[config.mk]
export PLATFORM = sky130hd
export DESIGN_NAME = disp_rst_seq
export DESIGN_NICKNAME = d
export VERILOG_FILES = /design/src/rtl/disp_rst_pkg.sv /design/src/rtl/disp_rst_timebase.sv /design/src/rtl/disp_rst_engine.sv /design/src/rtl/disp_rst_status.sv /design/src/rtl/disp_rst_seq.sv
export SDC_FILE = /design/constraint.sdc
export NUM_CORES = 1
export LEC_CHECK = 0
export BUFFER_PORTS_ARGS = -buffer_cell sky130_fd_sc_hd__buf_2
export CAP_MARGIN = 20
export CORE_UTILIZATION = 45
export DETAILED_ROUTE_END_ITERATION = 6
export PLACE_DENSITY = 0.67
export SYNTH_ARGS = -nofsm -noshare
export SYNTH_HDL_FRONTEND = slang
export SYNTH_HIERARCHICAL = 1
export SYNTH_SLANG_ARGS = --single-unit
[constraint.sdc]
create_clock -name clk -period 6.38 [get_ports clk]
set_input_delay 0.957 -clock clk [delete_from_list [all_inputs] [get_ports clk]]
set_output_delay 0.957 -clock clk [all_outputs]
set_load 0.01 [all_outputs]
[src/rtl/disp_rst_pkg.sv]
package disp_rst_pkg;
  localparam int unsigned DATA_W    = 16;
  localparam int unsigned ADDR_W    = 2;
  localparam int unsigned WID_W     = 6;
  localparam int unsigned CNT_W     = 3;
  localparam int unsigned RATIO_W   = 4;
  localparam int unsigned START_BIT = 15;
  localparam int unsigned PRE_W     = (1 << RATIO_W) - 1;

  localparam logic [ADDR_W-1:0] A_CTRL = 2'd0;
  localparam logic [ADDR_W-1:0] A_CLR  = 2'd1;
  localparam logic [ADDR_W-1:0] A_MASK = 2'd2;

  typedef enum logic [1:0] {
    ST_IDLE = 2'd0,
    ST_LOW  = 2'd1,
    ST_GAP  = 2'd2
  } seq_state_e;

  // last prescaler count before a tick: 2^ratio - 1
  function automatic logic [PRE_W-1:0] tick_limit(input logic [RATIO_W-1:0] r);
    logic [PRE_W:0] one_hot;
    one_hot = '0;
    one_hot[r] = 1'b1;
    return PRE_W'(one_hot - 1'b1);
  endfunction
endpackage

[src/rtl/disp_rst_timebase.sv]
module disp_rst_timebase
  import disp_rst_pkg::*;
(
  input  logic               clk,
  input  logic               rst_n,
  input  logic               seq_start,
  input  logic               running,
  input  logic [RATIO_W-1:0] ratio,
  output logic               tick
);
  logic [RATIO_W-1:0] ratio_q;
  logic [PRE_W-1:0]   cnt_q;
  logic [PRE_W-1:0]   lim;

  assign lim  = tick_limit(ratio_q);
  assign tick = running && (cnt_q == lim);

  always_ff @(posedge clk or negedge rst_n) begin
    if (!rst_n) begin
      ratio_q <= '0;
      cnt_q   <= '0;
    end else if (seq_start) begin
      ratio_q <= ratio;
      cnt_q   <= '0;
    end else if (running) begin
      cnt_q <= (cnt_q == lim) ? '0 : cnt_q + 1'b1;
    end
  end

  // captured ratio does not move while a sequence runs
  p_ratio_hold_r9: assert property (@(posedge clk) disable iff (!rst_n)
    (running && !seq_start) |=> $stable(ratio_q));
endmodule

[src/rtl/disp_rst_engine.sv]
module disp_rst_engine
  import disp_rst_pkg::*;
(
  input  logic             clk,
  input  logic             rst_n,
  input  logic             start_req,
  input  logic [WID_W-1:0] width_in,
  input  logic [CNT_W-1:0] count_in,
  input  logic             tick,
  output logic             seq_start,
  output logic             seq_finish,
  output logic             running,
  output logic             line_n
);
  seq_state_e       state_q;
  logic [WID_W-1:0] width_q;
  logic [WID_W-1:0] phase_q;
  logic [CNT_W-1:0] left_q;
  logic             phase_end;

  assign running    = (state_q != ST_IDLE);
  assign seq_start  = start_req && !running;
  assign phase_end  = tick && (phase_q == width_q);
  assign seq_finish = (state_q == ST_LOW) && phase_end && (left_q == '0);
  assign line_n     = (state_q != ST_LOW);

  always_ff @(posedge clk or negedge rst_n) begin
    if (!rst_n) begin
      state_q <= ST_IDLE;
      width_q <= '0;
      phase_q <= '0;
      left_q  <= '0;
    end else if (seq_start) begin
      state_q <= ST_LOW;
      width_q <= width_in;
      left_q  <= count_in;
      phase_q <= '0;
    end else if (tick) begin
      if (phase_end) begin
        phase_q <= '0;
        case (state_q)
          ST_LOW:  state_q <= (left_q == '0) ? ST_IDLE : ST_GAP;
          ST_GAP: begin
            state_q <= ST_LOW;
            left_q  <= left_q - 1'b1;
          end
          default: state_q <= ST_IDLE;
        endcase
      end else begin
        phase_q <= phase_q + 1'b1;
      end
    end
  end

  // start during a burst leaves the latched width alone
  p_ignore_start_r7: assert property (@(posedge clk) disable iff (!rst_n)
    (running && start_req && !seq_finish) |=> (running && $stable(width_q)));
  // a gap is always followed by another pulse
  p_gap_has_pulse_r3: assert property (@(posedge clk) disable iff (!rst_n)
    (state_q == ST_GAP) |-> (left_q != '0));
endmodule

[src/rtl/disp_rst_status.sv]
module disp_rst_status
  import disp_rst_pkg::*;
(
  input  logic              clk,
  input  logic              rst_n,
  input  logic              seq_finish,
  input  logic              clr_req,
  input  logic              mask_wr,
  input  logic              mask_val,
  output logic              done_q,
  output logic              irq
);
  logic mask_q;

  always_ff @(posedge clk or negedge rst_n) begin
    if (!rst_n) begin
      done_q <= 1'b0;
      mask_q <= 1'b1;
    end else begin
      if (seq_finish)   done_q <= 1'b1;
      else if (clr_req) done_q <= 1'b0;
      if (mask_wr)      mask_q <= mask_val;
    end
  end

  assign irq = done_q & ~mask_q;

  // completion wins over a simultaneous clear
  p_set_wins_r8: assert property (@(posedge clk) disable iff (!rst_n)
    seq_finish |=> done_q);
  // flag is held unless cleared
  p_done_hold_r5: assert property (@(posedge clk) disable iff (!rst_n)
    (done_q && !clr_req) |=> done_q);
  // interrupt only with the flag set
  p_irq_needs_done_r6: assert property (@(posedge clk) disable iff (!rst_n)
    irq |-> done_q);
endmodule

[src/rtl/disp_rst_seq.sv]
module disp_rst_seq
  import disp_rst_pkg::*;
(
  input  logic               clk,
  input  logic               rst_n,
  input  logic               wr_en,
  input  logic [ADDR_W-1:0]  wr_addr,
  input  logic [DATA_W-1:0]  wr_data,
  input  logic [RATIO_W-1:0] ratio,
  output logic               panel_rst_n,
  output logic               busy,
  output logic               done_raw,
  output logic               irq
);
  logic start_req, clr_req, mask_wr;
  logic seq_start, seq_finish, running, tick, line_n;

  assign start_req = wr_en && (wr_addr == A_CTRL) && wr_data[START_BIT];
  assign clr_req   = wr_en && (wr_addr == A_CLR)  && wr_data[0];
  assign mask_wr   = wr_en && (wr_addr == A_MASK);

  disp_rst_timebase u_tb (
    .clk(clk), .rst_n(rst_n), .seq_start(seq_start),
    .running(running), .ratio(ratio), .tick(tick)
  );

  disp_rst_engine u_eng (
    .clk(clk), .rst_n(rst_n), .start_req(start_req),
    .width_in(wr_data[WID_W-1:0]),
    .count_in(wr_data[WID_W+CNT_W-1:WID_W]),
    .tick(tick), .seq_start(seq_start), .seq_finish(seq_finish),
    .running(running), .line_n(line_n)
  );

  disp_rst_status u_st (
    .clk(clk), .rst_n(rst_n), .seq_finish(seq_finish),
    .clr_req(clr_req), .mask_wr(mask_wr), .mask_val(wr_data[0]),
    .done_q(done_raw), .irq(irq)
  );

  assign panel_rst_n = line_n;
  assign busy        = running;

  // line is low only inside a sequence
  p_low_only_busy_r4: assert property (@(posedge clk) disable iff (!rst_n)
    !panel_rst_n |-> busy);
  // done rises only as busy ends
  p_done_at_end_r5: assert property (@(posedge clk) disable iff (!rst_n)
    $rose(done_raw) |-> ($past(busy) && !busy && panel_rst_n));
  // a start from idle pulls the line low next cycle
  p_start_low_r2: assert property (@(posedge clk) disable iff (!rst_n)
    (start_req && !busy) |=> !panel_rst_n);
endmodule

==> metrics.cfg <==
[finish]
drive_gt1_share_pct=17.8
nFillCells=624
nets=357
final_util_pct=48.4
finalNonFillerCells=402
n_antenna_cell=0
area_growth_pct=3.91

[route]
ant_nets=0
detail_route.wl_per_cell_um=14.6
routed_wirelength_um=5880
drt_iter0_drc=117
viasPerCell=5.86
drc=0
via_count=2357
dr.pass1.iters=4

[cts]
post_cts_buffers=0
cts-root-buf=clkbuf_8
cts_hold_buf=0
cts_max_level=2
clock_latency_ns=0.30
cts_resized=0
cts_made_buffers=5
cts_tree=yes
clockBufferDepth=2
clk_pin_slew_ns=0.08
clock-sinks=38

[flow_run]
cap_violations=0

[pwr]
p_leak_uw=0.00134
ir_drop_mv=0.135
powerDensity_mw_per_mm2=150

[die]
die_h_um=82.8
std_cell_rows=29
io_pins=29
dieArea_mm2=0.00686
core_area_mm2=0.00631
start_util_pct=46.6
die_w_um=82.8

[grt]
antenna_found_initial=0
grt_max_degree=39
groute.usage.overall_pct=18.2
grt-ovfl-total=0
grt_pass1_wl_um=10200
grt_pass1_vias=2145

[sta]
worst_slew_pin_slew_ns=1.05
finalCritPeriodShare_pct=75.8
finalClockSkew_ns=0.0116
timing.fmax_ghz=0.207
period_minus_slack_ns=4.84
finalSetupTns_ns=0
hold_slack_ns=0.505
relSlewSlack_pct=30.0
grt_setup_unrepaired=false
finalMaxSlewViolations=0
hold_viol_final=0
final-setup-viol-count=0

[yosys]
synth_cells=318
synth_edf_count=0
synth_area_leaders=dfrtp_1 31%, nand2_1 4.3%, buf_6 3.4%
yosysTopAreaCellShare_pct=31.5
ys_seq_area_share_pct=32.4
synth_ff_type=dfrtp_1
synthesis.nets=351
avgSynthCellArea_um2=9.25
ys_types=70
synth_top_cell_by_area=dfrtp_1
synthArstFlopShare_pct=100
ys_warn_count=6
syn_area_mm2=0.00294
ys_seq_elements=38

[critical_path]
timing.rr.end=u_eng/left_q[1]
crit_path_end_kind=flip-flop
r2r_start=u_tb/ratio_q[2]
path_delay_family=simple AND/OR/NAND/NOR gates
path_max_fanout=31
critPathBufInv=0
regToRegSetupSlack_ns=1.54
critical-path-slowest-cell=dfrtp_1
required_ns=6.60
critical_path_class=reg2reg
critPathArrivalTime_ns=5.05
cp_cell_sequence=nor2_1, nand3_1, ha_1, and4bb_1, o21ai_0, a211oi_2, nor4_1, and4_1, and2_1, nand4_1, or4_1, a31oi_1
cp-start-kind=flip-flop
rr_worst_depth=12
slowest_delay_ns=1.04

[placement]
place_inst=394
place_congestion=0.789
hpwl_um=4050
port_buffers=22

[worst_hold_path]
min-delay-start=u_eng/width_q[2]
min_to=u_eng/width_q[2]
hold_class=reg2reg
holdPathStages=2

[outcome]
status=complete, no violations

==> synthesized netlist by cell type (4+ instances only) <==
cell type	n
a21o_1	5
a21oi_1	8
a31oi_1	4
and2_1	4
and3_1	13
buf_2	5
buf_6	9
clkbuf_1	5
dfrtp_1	37
ha_1	8
inv_1	15
nand2_1	34
nand2b_1	4
nand3_1	17
nor2_1	13
nor2b_1	6
nor3_1	9
nor3b_1	4
o211ai_1	4
o21ai_0	13
o21ai_1	6
o311ai_1	4
or4_1	4
xnor2_1	10
xor2_1	9
==> cells in the final DEF (no fill, tap or decap), types with 4 or more instances in the layout <==
master / instances
dfrtp_1: 37
nand2_1: 34
buf_2: 22
nand3_1: 17
inv_1: 15
nor2_1: 13
and3_1: 13
o21ai_0: 13
xnor2_1: 10
xor2_1: 9
nor3_1: 9
a21oi_1: 8
ha_1: 8
nor2b_1: 6
o21ai_1: 6
clkbuf_8: 5
a21o_1: 5
o211ai_1: 4
nand2b_1: 4
or4_1: 4
a31oi_1: 4
nor3b_1: 4
and2_1: 4
o311ai_1: 4
==> metal layers <==
metal	GRT usage [%]	vias up	wire length (um)	share of wire, %
met4	6.43	0	99	1.7
met1	25.4	1142	2860	49
met3	3.18	10	182	3.1
li1	-	1166	-	-
met5	0	-	0	0
met2	28.5	39	2740	47
==> worst reg2reg max path, stage by stage (launching register included) <==
cell      delay, ns
dfrtp_1        1.04
nor2_1         0.15
nand3_1        0.13
ha_1           0.70
and4bb_1       0.30
o21ai_0        0.20
a211oi_2       0.13
nor4_1         0.28
and4_1         0.27
and2_1         0.29
nand4_1        0.45
or4_1          0.63
a31oi_1        0.19
==> per-stage QoR <==
step           power [uW]  setup slack [ns]  area [um^2]
5_1_grt               479              1.06         3060
6_report              459              1.54         3060
3_5_place_dp          262              1.60         2950
2_1_floorplan         251              2.87         2940
4_1_cts               465              1.59         3060
3_3_place_gp          261              1.69         2950
==> state kept, by name, indices dropped and copies added (netlist names) <==
| register | cells |
|---|---|
| u_st/done_q | 1 |
| u_tb/cnt_q | 15 |
| u_eng/phase_q | 6 |
| u_eng/width_q | 6 |
| u_tb/ratio_q | 4 |
| u_eng/state_q | 2 |
| u_eng/left_q | 3 |
| u_st/mask_q | 1 |
==> kinds of logic after synthesis <==
logic type      share of synthesized area (%)
simple gates                             27.1
compound gates                           21.1
buf+inv                                  8.72
flops                                    32.4
xor+xnor                                 5.66
fa+ha+maj                                3.40
mux                                      1.66
==> final cells by class <==
cell class                      instances  area [um^2]  share of cell area (%)
Tap cell                               77         96.3                    3.15
Clock inverter                          3         40.0                    1.31
Timing Repair Buffer                   22          110                    3.60
Clock buffer                            5         68.8                    2.25
Sequential cell                        38          952                    31.2
Multi-Input combinational cell        242         1730                    56.7
Inverter                               15         56.3                    1.84
==> worst max path at each step <==
stage / depth (start not counted) / slack [ns] / from / end
after floorplan: 17 / 2.87 / u_tb/ratio_q[0] / u_eng/state_q[0]
after global placement: 12 / 1.69 / u_tb/ratio_q[1] / u_eng/left_q[1]
after detailed placement: 12 / 1.60 / u_tb/ratio_q[2] / u_eng/left_q[2]
after CTS: 12 / 1.59 / u_tb/ratio_q[2] / u_eng/left_q[1]
after global routing: 12 / 1.06 / u_tb/ratio_q[2] / u_eng/state_q[1]
final: 12 / 1.54 / u_tb/ratio_q[2] / u_eng/left_q[1]
==> where the power goes <==
group,switching (uW),internal [uW]
clock network,87.5,115
logic,6.85,6.18
registers,0.745,243
Note: power is estimated with default switching activity, not from simulation.
